`src/rtl/mbus_pkg.sv`:
```
package mbus_pkg;

  localparam int AD_W   = 16;
  localparam int ADDR_W = 2 * AD_W;
  localparam int SZ_W   = 2;

  typedef enum logic [1:0] {
    ST_IDLE    = 2'd0,
    ST_ADDR_LO = 2'd1,
    ST_ADDR_HI = 2'd2,
    ST_DATA    = 2'd3
  } mbus_state_t;

  function automatic logic sz_is_byte(input logic [SZ_W-1:0] sz);
    return sz == 2'b00;
  endfunction

  function automatic logic sz_is_word(input logic [SZ_W-1:0] sz);
    return sz[1];
  endfunction

  // Strobes in a data beat, packed {lo_n, hi_n}
  function automatic logic [1:0] data_strobes(input logic [SZ_W-1:0] sz);
    return sz_is_byte(sz) ? 2'b01 : 2'b00;
  endfunction

  // Strobes on the frame-start cycle, packed {lo_n, hi_n}
  function automatic logic [1:0] start_strobes(input logic wr);
    return {~wr, 1'b1};
  endfunction

  function automatic logic [AD_W-1:0] write_half(input logic [SZ_W-1:0] sz,
                                                 input logic [ADDR_W-1:0] wd,
                                                 input logic ph);
    logic [AD_W-1:0] h;
    if (sz_is_byte(sz))          h = {{(AD_W/2){1'b0}}, wd[AD_W/2-1:0]};
    else if (sz_is_word(sz) && ph) h = wd[ADDR_W-1:AD_W];
    else                         h = wd[AD_W-1:0];
    return h;
  endfunction

  function automatic logic [ADDR_W-1:0] read_merge(input logic [SZ_W-1:0] sz,
                                                   input logic [AD_W-1:0] lo,
                                                   input logic [AD_W-1:0] hi);
    logic [ADDR_W-1:0] r;
    if (sz_is_byte(sz))      r = {{(ADDR_W-AD_W/2){1'b0}}, lo[AD_W/2-1:0]};
    else if (sz_is_word(sz)) r = {hi, lo};
    else                     r = {{(ADDR_W-AD_W){1'b0}}, lo};
    return r;
  endfunction

endpackage

```
`src/rtl/mbus_ctrl.sv`:
```
module mbus_ctrl
  import mbus_pkg::*;
(
  input  logic              clk,
  input  logic              rst_n,
  input  logic              req_valid,
  input  logic              req_write,
  input  logic [SZ_W-1:0]   req_size,
  input  logic              ready_n,
  input  logic              abort,
  output logic              req_ready,
  output logic              start_evt,
  output logic              beat_evt,
  output logic              last_beat,
  output mbus_state_t       state,
  output logic              phase,
  output logic              write_q,
  output logic [SZ_W-1:0]   size_q,
  output logic              frame_n,
  output logic              lo_n,
  output logic              hi_n,
  output logic              done,
  output logic              done_err
);

  mbus_state_t state_nx;
  logic        finish_evt;
  logic        word_mid;

  assign req_ready  = (state == ST_IDLE);
  assign start_evt  = req_valid && req_ready;
  assign beat_evt   = (state == ST_DATA) && !ready_n;
  assign last_beat  = beat_evt && (!sz_is_word(size_q) || phase);
  assign word_mid   = beat_evt && sz_is_word(size_q) && !phase;
  assign finish_evt = last_beat || abort;

  always_comb begin
    state_nx = state;
    unique case (state)
      ST_IDLE:    if (start_evt) state_nx = ST_ADDR_LO;
      ST_ADDR_LO: state_nx = ST_ADDR_HI;
      ST_ADDR_HI: state_nx = ST_DATA;
      ST_DATA:    if (finish_evt) state_nx = ST_IDLE;
      default:    state_nx = ST_IDLE;
    endcase
  end

  always_ff @(posedge clk or negedge rst_n) begin
    if (!rst_n) begin
      state    <= ST_IDLE;
      phase    <= 1'b0;
      write_q  <= 1'b0;
      size_q   <= '0;
      done     <= 1'b0;
      done_err <= 1'b0;
    end else begin
      state    <= state_nx;
      done     <= finish_evt;
      done_err <= abort;
      if (start_evt) begin
        write_q <= req_write;
        size_q  <= req_size;
        phase   <= 1'b0;
      end else if (word_mid && !abort) begin
        phase <= 1'b1;
      end
    end
  end

  // Bus strobes decoded from state
  always_comb begin
    frame_n    = 1'b1;
    {lo_n, hi_n} = 2'b11;
    unique case (state)
      ST_IDLE: ;
      ST_ADDR_LO: begin
        frame_n      = 1'b0;
        {lo_n, hi_n} = start_strobes(write_q);
      end
      ST_ADDR_HI: begin
        frame_n      = 1'b0;
        {lo_n, hi_n} = 2'b00;
      end
      ST_DATA: begin
        frame_n      = phase;
        {lo_n, hi_n} = data_strobes(size_q);
      end
      default: ;
    endcase
  end

  assert_accept_idle_R1: assert property (@(posedge clk) disable iff (!rst_n)
    (state == ST_ADDR_LO) |-> $past(state == ST_IDLE));

  assert_frame_start_R2: assert property (@(posedge clk) disable iff (!rst_n)
    start_evt |=> (!frame_n && hi_n && (lo_n == !$past(req_write))));

  assert_addr_hi_strobes_R3: assert property (@(posedge clk) disable iff (!rst_n)
    (state == ST_ADDR_LO) |=> (!lo_n && !hi_n && !frame_n));

  assert_done_pulse_R7: assert property (@(posedge clk) disable iff (!rst_n)
    done |=> !done);

  assert_word_release_R8: assert property (@(posedge clk) disable iff (!rst_n)
    (word_mid && !abort) |=> (frame_n && !done));

endmodule

```
`src/rtl/mbus_timeout.sv`:
```
module mbus_timeout #(
  parameter int TMO_CYCLES = 16
) (
  input  logic clk,
  input  logic rst_n,
  input  logic in_data,
  input  logic sel_n,
  output logic abort
);

  localparam int CW = $clog2(TMO_CYCLES + 1);
  localparam logic [CW-1:0] LAST = CW'(TMO_CYCLES - 1);

  logic [CW-1:0] cnt;
  logic          sel_seen;
  logic          waiting;

  assign waiting = in_data && !sel_seen && sel_n;
  assign abort   = waiting && (cnt == LAST);

  always_ff @(posedge clk or negedge rst_n) begin
    if (!rst_n) begin
      cnt      <= '0;
      sel_seen <= 1'b0;
    end else if (!in_data) begin
      cnt      <= '0;
      sel_seen <= 1'b0;
    end else begin
      if (!sel_n) sel_seen <= 1'b1;
      if (waiting && !abort) cnt <= cnt + 1'b1;
    end
  end

  assert_no_abort_after_sel_R9: assert property (@(posedge clk) disable iff (!rst_n)
    (in_data && !sel_n) |=> !abort);

endmodule

```
`src/rtl/mbus_datapath.sv`:
```
module mbus_datapath
  import mbus_pkg::*;
(
  input  logic              clk,
  input  logic              rst_n,
  input  logic              start_evt,
  input  logic [ADDR_W-1:0] req_addr,
  input  logic [ADDR_W-1:0] req_wdata,
  input  mbus_state_t       state,
  input  logic              phase,
  input  logic              write_q,
  input  logic [SZ_W-1:0]   size_q,
  input  logic              beat_evt,
  input  logic              last_beat,
  input  logic [AD_W-1:0]   ad_in,
  output logic [AD_W-1:0]   ad_out,
  output logic              ad_oe,
  output logic [ADDR_W-1:0] rd_data
);

  logic [ADDR_W-1:0] addr_q;
  logic [ADDR_W-1:0] wdata_q;
  logic [AD_W-1:0]   lo_q;
  logic              rd_beat;

  assign rd_beat = beat_evt && !write_q;

  always_ff @(posedge clk or negedge rst_n) begin
    if (!rst_n) begin
      addr_q  <= '0;
      wdata_q <= '0;
      lo_q    <= '0;
      rd_data <= '0;
    end else begin
      if (start_evt) begin
        addr_q  <= req_addr;
        wdata_q <= req_wdata;
      end
      if (rd_beat) begin
        if (last_beat) rd_data <= read_merge(size_q, phase ? lo_q : ad_in, ad_in);
        else           lo_q    <= ad_in;
      end
    end
  end

  always_comb begin
    ad_out = '0;
    ad_oe  = 1'b0;
    unique case (state)
      ST_IDLE: ;
      ST_ADDR_LO: begin
        ad_out = addr_q[AD_W-1:0];
        ad_oe  = 1'b1;
      end
      ST_ADDR_HI: begin
        ad_out = addr_q[ADDR_W-1:AD_W];
        ad_oe  = 1'b1;
      end
      ST_DATA: begin
        ad_oe  = write_q;
        ad_out = write_q ? write_half(size_q, wdata_q, phase) : '0;
      end
      default: ;
    endcase
  end

  assert_addr_order_R3: assert property (@(posedge clk) disable iff (!rst_n)
    (state == ST_ADDR_LO) |=> (ad_oe && ad_out == $past(addr_q[ADDR_W-1:AD_W])));

  assert_read_released_R6: assert property (@(posedge clk) disable iff (!rst_n)
    (state == ST_DATA && !write_q) |-> !ad_oe);

endmodule

```
`src/rtl/mbus_initiator.sv`:
```
module mbus_initiator
  import mbus_pkg::*;
#(
  parameter int TMO_CYCLES = 16
) (
  input  logic        clk,
  input  logic        rst_n,
  input  logic        req_valid,
  output logic        req_ready,
  input  logic        req_write,
  input  logic [1:0]  req_size,
  input  logic [31:0] req_addr,
  input  logic [31:0] req_wdata,
  output logic        done,
  output logic        done_err,
  output logic [31:0] rd_data,
  output logic        bus_frame_n,
  output logic        bus_lo_n,
  output logic        bus_hi_n,
  output logic [15:0] bus_ad_out,
  output logic        bus_ad_oe,
  input  logic [15:0] bus_ad_in,
  input  logic        bus_ready_n,
  input  logic        bus_sel_n
);

  mbus_state_t     state;
  logic            start_evt;
  logic            beat_evt;
  logic            last_beat;
  logic            phase;
  logic            write_q;
  logic [SZ_W-1:0] size_q;
  logic            abort;

  mbus_ctrl u_ctrl (
    .clk       (clk),
    .rst_n     (rst_n),
    .req_valid (req_valid),
    .req_write (req_write),
    .req_size  (req_size),
    .ready_n   (bus_ready_n),
    .abort     (abort),
    .req_ready (req_ready),
    .start_evt (start_evt),
    .beat_evt  (beat_evt),
    .last_beat (last_beat),
    .state     (state),
    .phase     (phase),
    .write_q   (write_q),
    .size_q    (size_q),
    .frame_n   (bus_frame_n),
    .lo_n      (bus_lo_n),
    .hi_n      (bus_hi_n),
    .done      (done),
    .done_err  (done_err)
  );

  mbus_timeout #(.TMO_CYCLES(TMO_CYCLES)) u_tmo (
    .clk     (clk),
    .rst_n   (rst_n),
    .in_data (state == ST_DATA),
    .sel_n   (bus_sel_n),
    .abort   (abort)
  );

  mbus_datapath u_dp (
    .clk       (clk),
    .rst_n     (rst_n),
    .start_evt (start_evt),
    .req_addr  (req_addr),
    .req_wdata (req_wdata),
    .state     (state),
    .phase     (phase),
    .write_q   (write_q),
    .size_q    (size_q),
    .beat_evt  (beat_evt),
    .last_beat (last_beat),
    .ad_in     (bus_ad_in),
    .ad_out    (bus_ad_out),
    .ad_oe     (bus_ad_oe),
    .rd_data   (rd_data)
  );

  assert_timeout_done_R9: assert property (@(posedge clk) disable iff (!rst_n)
    abort |=> (done && done_err && req_ready));

  assert_clean_done_R10: assert property (@(posedge clk) disable iff (!rst_n)
    (last_beat && !abort) |=> (done && !done_err));

endmodule

```
`config.mk`:
```
export PLATFORM = sky130hd
export DESIGN_NAME = mbus_initiator
export DESIGN_NICKNAME = d
export VERILOG_FILES = /design/src/rtl/mbus_pkg.sv /design/src/rtl/mbus_ctrl.sv /design/src/rtl/mbus_timeout.sv /design/src/rtl/mbus_datapath.sv /design/src/rtl/mbus_initiator.sv
export SDC_FILE = /design/constraint.sdc
export NUM_CORES = 1
export LEC_CHECK = 0
export BUFFER_PORTS_ARGS = -buffer_cell sky130_fd_sc_hd__buf_4
export CAP_MARGIN = 20
export CORE_MARGIN = 4
export CORE_UTILIZATION = 53
export DETAILED_ROUTE_END_ITERATION = 12
export GPL_ROUTABILITY_DRIVEN = 1
export PLACE_DENSITY_LB_ADDON = 0.3
export SLEW_MARGIN = 40
export SYNTH_ARGS = -nofsm -noshare
export SYNTH_HDL_FRONTEND = slang
export SYNTH_SLANG_ARGS = --single-unit
```
`constraint.sdc`:
```
create_clock -name clk -period 2.03 [get_ports clk]
set_input_delay 0.406 -clock clk [delete_from_list [all_inputs] [get_ports clk]]
set_output_delay 0.406 -clock clk [all_outputs]
set_load 0.02 [all_outputs]
```
==> results_dict.tcl <==
set metrics [dict create \
    status "finished, violations left" \
    violations "negative setup slack" \
    synthCells 418 \
    numClockSinks 126 \
    clkLatencyLatePin_ns 0.53 \
    r2r_end "u_ctrl.state[1]" \
    yosys.cell_types.count 38 \
    grt_antenna_before_repair 0 \
    final_nets 673 \
    via_per_inst 5.48 \
    final.period_utilization_pct 119 \
    grtUsageTotal_pct 24.0 \
    ff2ff_setup_slack_ns 0.04 \
    cts_tree "built" \
    finalSetupViolCount 20 \
    gp_congestion 0.806 \
    required_ns 1.62 \
    cpMaxStageDelayCell "dfrtp_2" \
    fmax_ghz 0.414 \
    ir_drop_mv 0.951 \
    finalPower_mw 12.9 \
    area_delta_synth_final_pct 38.9 \
    crit_fanout 5 \
    drive_gt1_share_pct 52.5 \
    worstSetupStartpointType "flop" \
    chipWidth_um 110 \
    dpl.cell_count 687 \
    dominantRegCellSynth "dfrtp_1" \
    drtAntennaViolNets 0 \
    synth_edf_count 0 \
    rsz0062_at_grt "yes" \
    rr_startpoint "u_ctrl.state[1]" \
    clkSlewWorstSetupHoldPaths_ns 0.06 \
    slew_headroom_pct 55.5 \
    floorplan.initialDensity_pct 55.3 \
    fin_ws_ns -0.384 \
    dr.pass1.iters 4 \
    root_buffer "clkbuf_8" \
    holdPathStages 2 \
    hold_violations 0 \
    drt_iter0_markers 282 \
    period_minus_slack_ns 2.41 \
    place_hpwl_mm 8.93 \
    arrival_ns 2.01 \
    die_h_um 110 \
    portBuffers 142 \
    fp-row-count 36 \
    hold_ws_ns 0.0958 \
    grt_pass1_wl_mm 21.7 \
    ys_seq_elements 126 \
    routedWlPerCell_um 18.9 \
    coreArea_um2 9910 \
    cts_buffer_depth 2 \
    syn_area_per_cell_um2 13.1 \
    synth_seq_area_share_pct 57.6 \
    post-place-ws_ns -0.0848 \
    skew_ns 0.00677 \
    worstPathCellList "nand2_4 -> mux2_2 -> a222oi_1 -> nor2_1 -> buf_4" \
    synth_nets 512 \
    htree_levels 4 \
    cts_made_buffers 17 \
    tightest_slew_ns 0.666 \
    timing.reg2reg.worst_path_depth 8 \
    num_antenna_cells 0 \
    drc_errors 0 \
    stdcell_count 723 \
    yosysWarnings 0 \
    final_area_um2 7610 \
    dieArea_um2 12000 \
    min_path_type "input port to flop" \
    crit_path_end_kind "primary output" \
    drv_cap 0 \
    place_area_um2 6780 \
    crit_path_max_incr_delay_ns 0.46 \
    hp-start "bus_sel_n" \
    grt_max_degree 68 \
    grt_pass1_vias 4299 \
    holdPathEnd "u_tmo.sel_seen" \
    ioPinCount 143 \
    p_leak_nw 3.66 \
    pwr_density_cell_nw_per_um2 1700 \
    vias 3964 \
    drt_wl_total_mm 13.7 \
    async_reset_ff_share_pct 100 \
    slew_viol_final 0 \
    grt_overflow 0 \
    crit_type "flop to primary output" \
    synth_area_um2 5480 \
]
[routing by layer]
metal | routed length (um) | vias up | track usage (%)
met4 | 190 | 0 | 10.3
met5 | 0 | - | 0
met2 | 6940 | 150 | 38.4
met3 | 1130 | 19 | 7.87
li1 | - | 1833 | -
met1 | 5430 | 1962 | 30.0
[cell type report]
cell class              instances  area (um^2)
clock inverters                11          168
well taps                     133          166
clock buffers                  19          432
repair buffers                166         1340
flip-flops and latches        126         3160
fillers                       645         2300
inverters                       9         36.3
multi-input cells             259         2310
[worst max-delay path, delay by kind of cell, from the launching register on]
kind	cells	cell delay [ns]
compound gates	1	0.27
mux	1	0.35
simple gates	2	0.24
flops	1	0.46
buf+inv	1	0.16
[what timing repair did]
item / 4_1_cts / 5_1_grt
pin swaps: 14 / 5
cloned: 1 / 0
endpoints found under the setup margin: 21 / 22
endpoints found under the hold margin: 32 / 0
buffers inserted: 3 / 1
hold buffers: 1 / 0
resized for setup: 37 / 13
[worst max-delay path by stage]
stage / from / endpoint / slack [ns] / depth (start not counted)
after floorplan: u_ctrl.state[0] / bus_ad_out[0] / 0.008 / 6
after global placement: u_ctrl.state[0] / bus_ad_out[12] / 0.05 / 6
after detailed placement: u_ctrl.state[0] / bus_ad_out[11] / -0.08 / 6
after CTS: u_ctrl.size_q[1] / bus_ad_out[15] / -0.40 / 5
after global routing: u_ctrl.phase / bus_ad_out[13] / -0.49 / 5
final: u_ctrl.phase / bus_ad_out[11] / -0.38 / 5
[state kept, by name, indices dropped and copies added, names as in the netlist, 2 cells and up]
| register | count |
|---|---|
| u_ctrl.state | 2 |
| u_dp.rd_data | 32 |
| u_dp.wdata_q | 32 |
| u_dp.lo_q | 16 |
| u_tmo.cnt | 5 |
| u_dp.addr_q | 32 |
| u_ctrl.size_q | 2 |
[cell usage after synthesis (2+ instances only)]
master | n | area share [%]
ha_1 | 6 | 1.4
a22o_1 | 16 | 2.6
o21ai_1 | 4 | 0.37
mux2i_1 | 18 | 3.3
xnor2_1 | 2 | 0.32
a21o_1 | 9 | 1.2
a22oi_1 | 8 | 1.1
a21oi_1 | 11 | 1.0
o21ai_0 | 5 | 0.46
and2_1 | 4 | 0.46
nor2_1 | 11 | 0.75
clkbuf_1 | 11 | 0.75
buf_2 | 13 | 1.2
a222oi_1 | 8 | 1.5
nand2_1 | 37 | 2.5
nor2b_1 | 2 | 0.23
inv_1 | 9 | 0.62
o21a_1 | 2 | 0.27
dfrtp_1 | 126 | 58
mux2_2 | 91 | 19
o31ai_1 | 8 | 1.1
[power by group]
group / switching, mW / total [mW] / internal [mW]
clock: 1.08 / 3.09 / 2.01
combinational: 2.64 / 5.41 / 2.77
sequential: 0.741 / 4.40 / 3.66
[cells by family (layout without fill, tap and decap cells)]
logic type                 Yosys count  after routing  share of synthesized area [%]
DFF                                126            126                           57.6
muxes                              110            110                           22.2
AOI/OAI and AO/OA                   75             75                           10.1
and+or+nand+nor                     64             65                           5.46
buffers and inverters               34            205                           2.76
adders and majority gates            6              6                           1.37
xor gates and xnor gates             3              3                          0.480
[through the flow]
stage                     setup TNS, ns  util [%]
after floorplan                       0         -
after global placement                0      68.4
after detailed placement         -0.437      68.4
after CTS                         -5.59      76.0
after global routing              -7.27      76.8
final                             -5.63      76.8
[cells in the final DEF (no fill, tap or decap), types with 3 or more instances in the layout]
cell type	count
buf_4	150
mux2i_1	18
nand2_1	35
buf_6	11
a22o_1	16
mux2_2	85
mux2_4	7
buf_12	3
a22oi_1	8
a21oi_2	3
bufinv_16	4
inv_1	7
a21o_1	9
dfrtp_1	122
and2_1	3
clkbuf_16	16
o31ai_1	8
ha_4	4
dfrtp_2	4
o21ai_0	4
a21oi_1	8
nor2_1	9
o21ai_1	5
a222oi_1	8
clkinv_2	3
No activity file was read; power rests on OpenSTA's default activity.
